**config.mk**
```make
export PLATFORM = sky130hd
export DESIGN_NAME = tri_phase_dds
export DESIGN_NICKNAME = d
export VERILOG_FILES = /design/src/rtl/tpd_pkg.sv /design/src/rtl/tpd_phase_acc.sv /design/src/rtl/tpd_offset_reg.sv /design/src/rtl/tpd_addr_chain.sv /design/src/rtl/tri_phase_dds.sv
export SDC_FILE = /design/constraint.sdc
export NUM_CORES = 1
export LEC_CHECK = 0
export ABC_AREA = 1
export BUFFER_PORTS_ARGS = -buffer_cell sky130_fd_sc_hd__buf_2
export CAP_MARGIN = 25
export CELL_PAD_IN_SITES_DETAIL_PLACEMENT = 0
export CELL_PAD_IN_SITES_GLOBAL_PLACEMENT = 2
export CORE_MARGIN = 3
export CORE_UTILIZATION = 31
export CTS_BUF_LIST = sky130_fd_sc_hd__clkbuf_8
export CTS_CLUSTER_DIAMETER = 100
export DETAILED_ROUTE_END_ITERATION = 8
export MAX_ROUTING_LAYER = met4
export PLACE_DENSITY = 0.82
export SYNTH_ARGS = -nofsm -noshare
export SYNTH_HDL_FRONTEND = slang
export SYNTH_SLANG_ARGS = --single-unit
```
**constraint.sdc**
```tcl
create_clock -name clk -period 2.7 [get_ports clk]
set_clock_uncertainty 0.2 [all_clocks]
set_input_delay 0.27 -clock clk [delete_from_list [all_inputs] [get_ports clk]]
set_output_delay 0.27 -clock clk [all_outputs]
set_load 0.005 [all_outputs]
```
**src/rtl/tpd_pkg.sv**
```systemverilog
package tpd_pkg;
  // number of output phases in the offset chain
  localparam int NUM_PHASES  = 3;
  localparam int NUM_OFFSETS = NUM_PHASES - 1;
endpackage

```
**src/rtl/tpd_phase_acc.sv**
```systemverilog
module tpd_phase_acc #(
  parameter int ACC_W = 32
) (
  input  logic             clk,
  input  logic             rst_n,
  input  logic             en,
  input  logic [ACC_W-1:0] step,
  output logic [ACC_W-1:0] acc_q
);
  logic [ACC_W-1:0] acc_d;

  always_comb begin
    acc_d = acc_q;
    if (en) acc_d = acc_q + step;
  end

  always_ff @(posedge clk or negedge rst_n) begin
    if (!rst_n) acc_q <= '0;
    else        acc_q <= acc_d;
  end
endmodule

```
**src/rtl/tpd_offset_reg.sv**
```systemverilog
module tpd_offset_reg #(
  parameter int W = 12
) (
  input  logic         clk,
  input  logic         rst_n,
  input  logic         load,
  input  logic [W-1:0] din,
  output logic [W-1:0] q
);
  logic [W-1:0] q_d;

  always_comb begin
    q_d = q;
    if (load) q_d = din;
  end

  always_ff @(posedge clk or negedge rst_n) begin
    if (!rst_n) q <= '0;
    else        q <= q_d;
  end
endmodule

```
**src/rtl/tpd_addr_chain.sv**
```systemverilog
module tpd_addr_chain #(
  parameter int ACC_W  = 32,
  parameter int ADDR_W = 12,
  parameter int NPH    = 3
) (
  input  logic                        clk,
  input  logic                        rst_n,
  input  logic [ACC_W-1:0]            acc,
  input  logic [ACC_W-1:0]            pword,
  input  logic [NPH-2:0][ADDR_W-1:0]  ofs,
  output logic [NPH-1:0][ADDR_W-1:0]  addr_q
);
  localparam int TOP_LSB = ACC_W - ADDR_W;

  logic [NPH-1:0][ADDR_W-1:0] addr_d;

  // lead phase: top bits of accumulator plus static phase
  assign addr_d[0] = ADDR_W'((acc + pword) >> TOP_LSB);

  // each following phase adds its offset to the one before it
  for (genvar g = 1; g < NPH; g++) begin : g_link
    assign addr_d[g] = addr_d[g-1] + ofs[g-1];
  end

  always_ff @(posedge clk or negedge rst_n) begin
    if (!rst_n) addr_q <= '0;
    else        addr_q <= addr_d;
  end
endmodule

```
**src/rtl/tri_phase_dds.sv**
```systemverilog
module tri_phase_dds #(
  parameter int ACC_W  = 32,
  parameter int ADDR_W = 12
) (
  input  logic              clk,
  input  logic              rst_n,
  input  logic              en,
  input  logic [ACC_W-1:0]  freq_word,
  input  logic [ACC_W-1:0]  phase_word,
  input  logic              ab_load,
  input  logic [ADDR_W-1:0] ab_offset,
  input  logic              bc_load,
  input  logic [ADDR_W-1:0] bc_offset,
  output logic [ADDR_W-1:0] addr_a,
  output logic [ADDR_W-1:0] addr_b,
  output logic [ADDR_W-1:0] addr_c
);
  import tpd_pkg::*;

  // reset asserts at once, releases after two clock edges
  logic [1:0] rst_pipe;
  logic       rst_core_n;

  always_ff @(posedge clk or negedge rst_n) begin
    if (!rst_n) rst_pipe <= '0;
    else        rst_pipe <= {rst_pipe[0], 1'b1};
  end
  assign rst_core_n = rst_pipe[1];

  logic [ACC_W-1:0] acc_q;

  tpd_phase_acc #(.ACC_W(ACC_W)) u_acc (
    .clk   (clk),
    .rst_n (rst_core_n),
    .en    (en),
    .step  (freq_word),
    .acc_q (acc_q)
  );

  logic [NUM_OFFSETS-1:0]             ld_vec;
  logic [NUM_OFFSETS-1:0][ADDR_W-1:0] ofs_in;
  logic [NUM_OFFSETS-1:0][ADDR_W-1:0] ofs_q;

  assign ld_vec = {bc_load, ab_load};
  assign ofs_in = {bc_offset, ab_offset};

  for (genvar g = 0; g < NUM_OFFSETS; g++) begin : g_ofs
    tpd_offset_reg #(.W(ADDR_W)) u_ofs (
      .clk   (clk),
      .rst_n (rst_core_n),
      .load  (ld_vec[g]),
      .din   (ofs_in[g]),
      .q     (ofs_q[g])
    );
  end

  logic [NUM_PHASES-1:0][ADDR_W-1:0] addr_q;

  tpd_addr_chain #(.ACC_W(ACC_W), .ADDR_W(ADDR_W), .NPH(NUM_PHASES)) u_chain (
    .clk    (clk),
    .rst_n  (rst_core_n),
    .acc    (acc_q),
    .pword  (phase_word),
    .ofs    (ofs_q),
    .addr_q (addr_q)
  );

  assign addr_a = addr_q[0];
  assign addr_b = addr_q[1];
  assign addr_c = addr_q[2];
endmodule

```
==> results of run 1 <==
==> kinds of logic after synthesis <==
group	share of synthesized area [%]
adder cells (fa/ha/maj)	15.7
XOR/XNOR	6.10
multiplexers	3.30
AO/OA/AOI/OAI	15.2
buffers and inverters	5.13
other	0.0523
AND/OR/NAND/NOR	21.8
flip-flops	32.8
==> routing by layer <==
metal	share of wire, %	track usage, %
met1	48	23.7
met2	47	29.0
met3	3.0	1.69
met4	2.1	5.65
met5	0	-
==> cell usage in the layout (no fill, tap or decap), types with 5 or more instances in the layout <==
cell type / netlist / layout
nand2_2: 11 / 33
nand2_1: 209 / 183
nor2_2: 1 / 5
ha_1: 85 / 65
inv_1: 89 / 82
o21bai_1: 5 / 5
nand3_2: 9 / 13
nand4_1: 10 / 10
nand3_1: 36 / 30
dlygate4sd3_1: 0 / 27
mux2_2: 21 / 21
a21oi_1: 77 / 51
clkbuf_8: 0 / 9
buf_6: 0 / 16
o21ai_0: 47 / 37
a21oi_4: 1 / 7
o21ai_2: 3 / 7
o21ai_1: 5 / 8
buf_4: 0 / 163
inv_2: 1 / 7
xnor2_1: 21 / 16
xor2_1: 29 / 26
dfrtp_1: 94 / 93
buf_2: 0 / 128
ha_4: 0 / 18
nor3_1: 11 / 10
a21o_1: 13 / 13
a31oi_1: 10 / 10
a21oi_2: 5 / 25
nor2_1: 63 / 58
==> worst paths after layout <==
check                                    start                 end  slack, ns  depth (start not counted)
worst max-delay path            u_acc.acc_q[2]  u_chain.addr_q[35]      -1.75                         33
worst min register to register     rst_pipe[1]  u_chain.addr_q[11]       0.11                          0
min in group asynchronous          rst_pipe[1]  u_chain.addr_q[11]       0.11                          0
max in group asynchronous          rst_pipe[1]  u_chain.addr_q[27]       1.49                          1
worst min-delay path            phase_word[31]  u_chain.addr_q[11]       0.03                          4
worst max register to register  u_acc.acc_q[2]  u_chain.addr_q[35]      -1.75                         33
==> through the flow <==
stage                     setup WS [ns]  setup TNS, ns  cells  util (%)
after floorplan                   -1.50         -13.36    899         -
after global placement            -1.74         -22.30   1452      41.0
after CTS                         -1.79         -22.73   1508      44.5
after detailed placement          -1.88         -23.96   1452      41.0
after global routing              -2.08         -27.26   1527      47.4
final                             -1.75         -22.05   1527      47.4
==> cell type report <==
cell class / count / area [µm²] / share of cell area (%)
multi-input cells: 707 / 5180 / 48.1
flip-flops and latches: 94 / 2360 / 21.9
repair buffers: 335 / 2330 / 21.7
well taps: 285 / 357 / 3.31
inverters: 90 / 340 / 3.16
clock buffers: 9 / 124 / 1.15
clock inverters: 7 / 75.1 / 0.697
==> critical path, delay by kind of cell, from the launching register on <==
kind | cells | cell delay (ns)
AO/OA/AOI/OAI | 8 | 1.01
AND/OR/NAND/NOR | 17 | 1.32
adder cells (fa/ha/maj) | 4 | 1.10
flip-flops | 1 | 0.43
buffers and inverters | 3 | 0.13
XOR/XNOR | 1 | 0.15
==> what timing repair did <==
item,4_1_cts,5_1_grt
endpoints found under the setup margin,23,37
resized for setup,50,107
endpoints found under the hold margin,27,0
cloned,0,0
hold buffers,27,0
buffers inserted,13,22
pin swaps,16,43
==> flip-flops by register name, indices dropped and copies added (netlist names) <==
signal / cells
u_acc.acc_q: 32
u_chain.addr_q: 36
g_ofs.u_ofs.q: 24
rst_pipe: 2
==> impl_metrics.toml, run 1 <==
[logic_synthesis]
yosys_warnings = 0
synth_flop_cell = "dfrtp_1"
yosysTopAreaCellShare_pct = 32.8
synth-edff-count = 0
synth.distinct_cells = 45
ys_ff_latch = 94
syn_nets = 1080
post-synth-top-area-cell = "dfrtp_1"
synth_seq_area_share_pct = 32.8
yosysMostFrequentCell = "nand2_1"
async_flop_share_pct = 100
synthTopCellsByArea = "dfrtp_1 33%, ha_1 15%, nand2_1 11%"
synthTopCellsByCount = "209 x nand2_1, 94 x dfrtp_1, 89 x inv_1, 85 x ha_1, 77 x a21oi_1"
syn_inst = 899
synth.avg_cell_area_um2 = 7.98
netlist_area_mm2 = 0.00717

[run_status]
violations = "setup timing"
status = "complete, but fails checks"

[global_route]
grt_antenna_before_repair = 0
grt_pass1_vias = 7029
grt-ovfl-total = 0
grt_max_degree = 51
grt.total_usage_pct = 17.9
grt_pass1_wl_um = 34300

[cts]
clock_path_buffers = 2
cts.sinks = 94
clk_latency_ns = 0.39
cts_buffers = 9
h-tree-depth = 3
clockRootBuffer = "clkbuf_8"
cts_tree = "yes"
clkSlewWorstSetupHoldPaths_ns = 0.11

[setup_path]
start_kind = "flop"
critPathRequiredTime_ns = 2.79
critical_path.endpoint_type = "flop"
critPathMaxStageDelay_ns = 0.43
crit_arrival_ns = 4.54
cp_max_fo = 3
path_common_cell = "nand2_2"
critPathSlowestCell = "dfrtp_1"
critical_path_class = "flop to flop"

[die]
num_rows = 55
die_w_um = 158
start_util_pct = 31.6
core_region_area_mm2 = 0.0227
die_area_mm2 = 0.0250
die_h_um = 158
ios = 129

[timing]
rsz0062_at_grt = "yes"
holdWs_ns = 0.0287
finalCritPeriodShare_pct = 165
slew_headroom_pct = 64.8
setup_viol = 22
period_minus_slack_ns = 4.45
worst_slew_pin_slew_ns = 0.528
timing.fmax_ghz = 0.225
fin_ws_ns = -1.75
maxSlewViolCount = 0
hold_viol = 0

[final_layout]
drive_gt1_share_pct = 40.0
design_area_mm2 = 0.0108
fin_nets = 1418
antenna_cells = 0
syn_to_final_growth_pct = 50.1
fillCellCount = 2268

[routing]
viasPerCell = 4.67
wl_per_cell_um = 14.3
wl_um = 21800
vias = 7138
drt_iter0_drc = 262
first_pass_iters = 4
drc = 0
postRouteAntennaNets = 0

[placement]
placed_area_mm2 = 0.00931
gp_congestion = 0.864
place.detailed.hpwl_um = 17600
io_buffers = 128

[job]
cap_violations = 0

[worst_hold_path]
holdCritPathClass = "input pin to flop"
Power of run 1 is not shown: default switching activity piles up to over one toggle a cycle in this logic, so the estimate is an artifact.
==> run 2: changes to the inputs <==
--- a/config.mk
+++ b/config.mk
@@ -20,3 +20,4 @@
 export SYNTH_ARGS = -nofsm -noshare
 export SYNTH_HDL_FRONTEND = slang
 export SYNTH_SLANG_ARGS = --single-unit
+export TNS_END_PERCENT = 10
==> impl_metrics.toml, run 2 (synthesis gave the netlist of run 1 again) <==
[run_status]
status = "complete, but fails checks"
violations = "setup timing"

[timing]
fin_ws_ns = -1.72
worst_slew_pin_slew_ns = 0.527
timing.fmax_ghz = 0.226
period_minus_slack_ns = 4.42
maxSlewViolCount = 0
finalCritPeriodShare_pct = 164
setup_viol = 22
rsz0062_at_grt = "yes"
slew_headroom_pct = 64.9
hold_viol = 0

[worst_hold_path]
holdPathStages = 4
holdCritPathClass = "input pin to flop"

[cts]
cts.sinks = 94
clock_path_buffers = 2
clk_latency_ns = 0.38
cts_tree = "yes"
cts_buffers = 9
h-tree-depth = 3
clkSlewWorstSetupHoldPaths_ns = 0.11
clockRootBuffer = "clkbuf_8"

[job]
cap_violations = 0

[routing]
viasPerCell = 4.67
vias = 7027
wl_um = 21500
postRouteAntennaNets = 0
wl_per_cell_um = 14.3
drt_iter0_drc = 245
drc = 0
first_pass_iters = 5

[final_layout]
final_common_cell = "nand2_1"
fillCellCount = 2338
multi_input_area_mm2 = 0.00484
drive_gt1_share_pct = 34.7
fin_nets = 1394
design_area_mm2 = 0.0102
regMostFlops = "u_chain.addr_q"
final_cell_mix = "199 x nand2_1, 153 x buf_4, 128 x buf_2, 93 x dfrtp_1, 83 x inv_1"
reg.largest.list = "u_chain.addr_q: 36 flops, u_acc.acc_q: 32 flops, g_ofs.u_ofs.q: 24 flops"
stdcell_count = 1505
syn_to_final_growth_pct = 42.1
largest_reg_flops = 36
regArea_mm2 = 0.00236
final_util_pct = 44.9

[setup_path]
timing.rr.start = "u_acc.acc_q[1]"
critPathRequiredTime_ns = 2.80
critPathMaxStageDelay_ns = 0.43
cp_max_fo = 3
crit_arrival_ns = 4.52
start_kind = "flop"
critical_path.endpoint_type = "flop"
r2r_slack_ns = -1.72
reg2regPathDepth = 33
startpoint = "u_acc.acc_q[1]"
cp-endpoint = "u_chain.addr_q[35]"
r2r_end = "u_chain.addr_q[35]"
path_common_cell = "nand2_1"
critPathSlowestCell = "dfrtp_1"
critical_path_class = "flop to flop"

[global_route]
grt_pass1_vias = 7188
grt_pass1_wl_um = 34200
grt_antenna_before_repair = 2
grt.total_usage_pct = 17.8
grt-ovfl-total = 0
grt_max_degree = 58

[die]
num_rows = 55
ios = 129
die_area_mm2 = 0.0250
core_region_area_mm2 = 0.0227
die_h_um = 158
die_w_um = 158
start_util_pct = 31.6

[power]
peakVddDrop_v = 0.000868
p_per_area_mw_per_mm2 = 1660
power_uw = 16900
p_leak_uw = 0.00518

[placement]
gp_congestion = 0.861
dpl.cell_count = 1451
place.detailed.hpwl_um = 17500
dp_worst_setup_slack_ns = -1.86
io_buffers = 128
placed_area_mm2 = 0.00930
## run 2: cell types whose count changed in the layout (fill, tap and decap cells not counted), moves of 3 or more
cell / previous run / this run
a21oi_1: 51 / 62
a21oi_2: 25 / 19
a21oi_4: 7 / 2
buf_4: 163 / 153
buf_6: 16 / 2
ha_1: 65 / 74
ha_4: 18 / 10
nand2_1: 183 / 199
nand2_2: 33 / 21
nand2_4: 4 / 0
nand3_1: 30 / 34
nor2_1: 58 / 61
o21ai_0: 37 / 41
## run 2: how the worst min path moves through the flow
| stage | startpoint | endpoint | slack (ns) |
|---|---|---|---|
| floorplan | rst_n | rst_pipe[0] | -0.23 |
| global placement | rst_n | rst_pipe[0] | -0.14 |
| detailed placement | rst_n | rst_pipe[0] | -0.14 |
| CTS | phase_word[31] | u_chain.addr_q[11] | 0.01 |
| global route | phase_word[31] | u_chain.addr_q[11] | 0.06 |
| finish | phase_word[31] | u_chain.addr_q[11] | 0.04 |
## run 2: layer usage
layer,share of wire [%],global-route usage [%],up-vias
li1,-,-,3683
met1,48,23.2,3192
met2,47,29.3,129
met3,2.9,1.75,23
met4,1.9,5.37,0
met5,0,-,-
## run 2: final cells by class
| type | instances | share of cell area (%) |
|---|---|---|
| sequential | 94 | 23.1 |
| multi-input combinational | 707 | 47.5 |
| timing repair buffer | 311 | 20.6 |
| tap | 285 | 3.50 |
| inverter | 90 | 3.34 |
| antenna | 2 | 0.0491 |
| clock buffer | 9 | 1.22 |
| clock inverter | 7 | 0.651 |
## run 2: critical path: cells and delay by family, from the launching register on
family                     cells  cell delay [ns]
AOI/OAI and AO/OA              8             0.94
DFF                            1             0.43
adders and majority gates      4             1.12
and+or+nand+nor               17             1.31
xor gates and xnor gates       1             0.17
buffers and inverters          3             0.15
## run 2: per-stage QoR
| stage | setup TNS, ns | hold WS [ns] |
|---|---|---|
| floorplan | -42.14 | -0.226 |
| global placement | -22.41 | -0.144 |
| detailed placement | -24.62 | -0.141 |
| CTS | -22.63 | 0.0108 |
| global route | -27.39 | 0.0576 |
| finish | -21.04 | 0.0386 |
## run 2: where the power goes
group / switching, µW / total (µW) / internal, µW
Clock: 589 / 945 / 356
Sequential: 297 / 2400 / 2100
Combinational: 6740 / 13600 / 6830
## run 2: repair_timing
item,4_1_cts,5_1_grt
setup endpoints to repair,23,36
hold endpoints to repair,27,0
resized for setup,21,54
buffers inserted,2,7
hold buffers,27,0
pin swaps,17,26
Note: power is estimated with default switching activity, not from simulation.
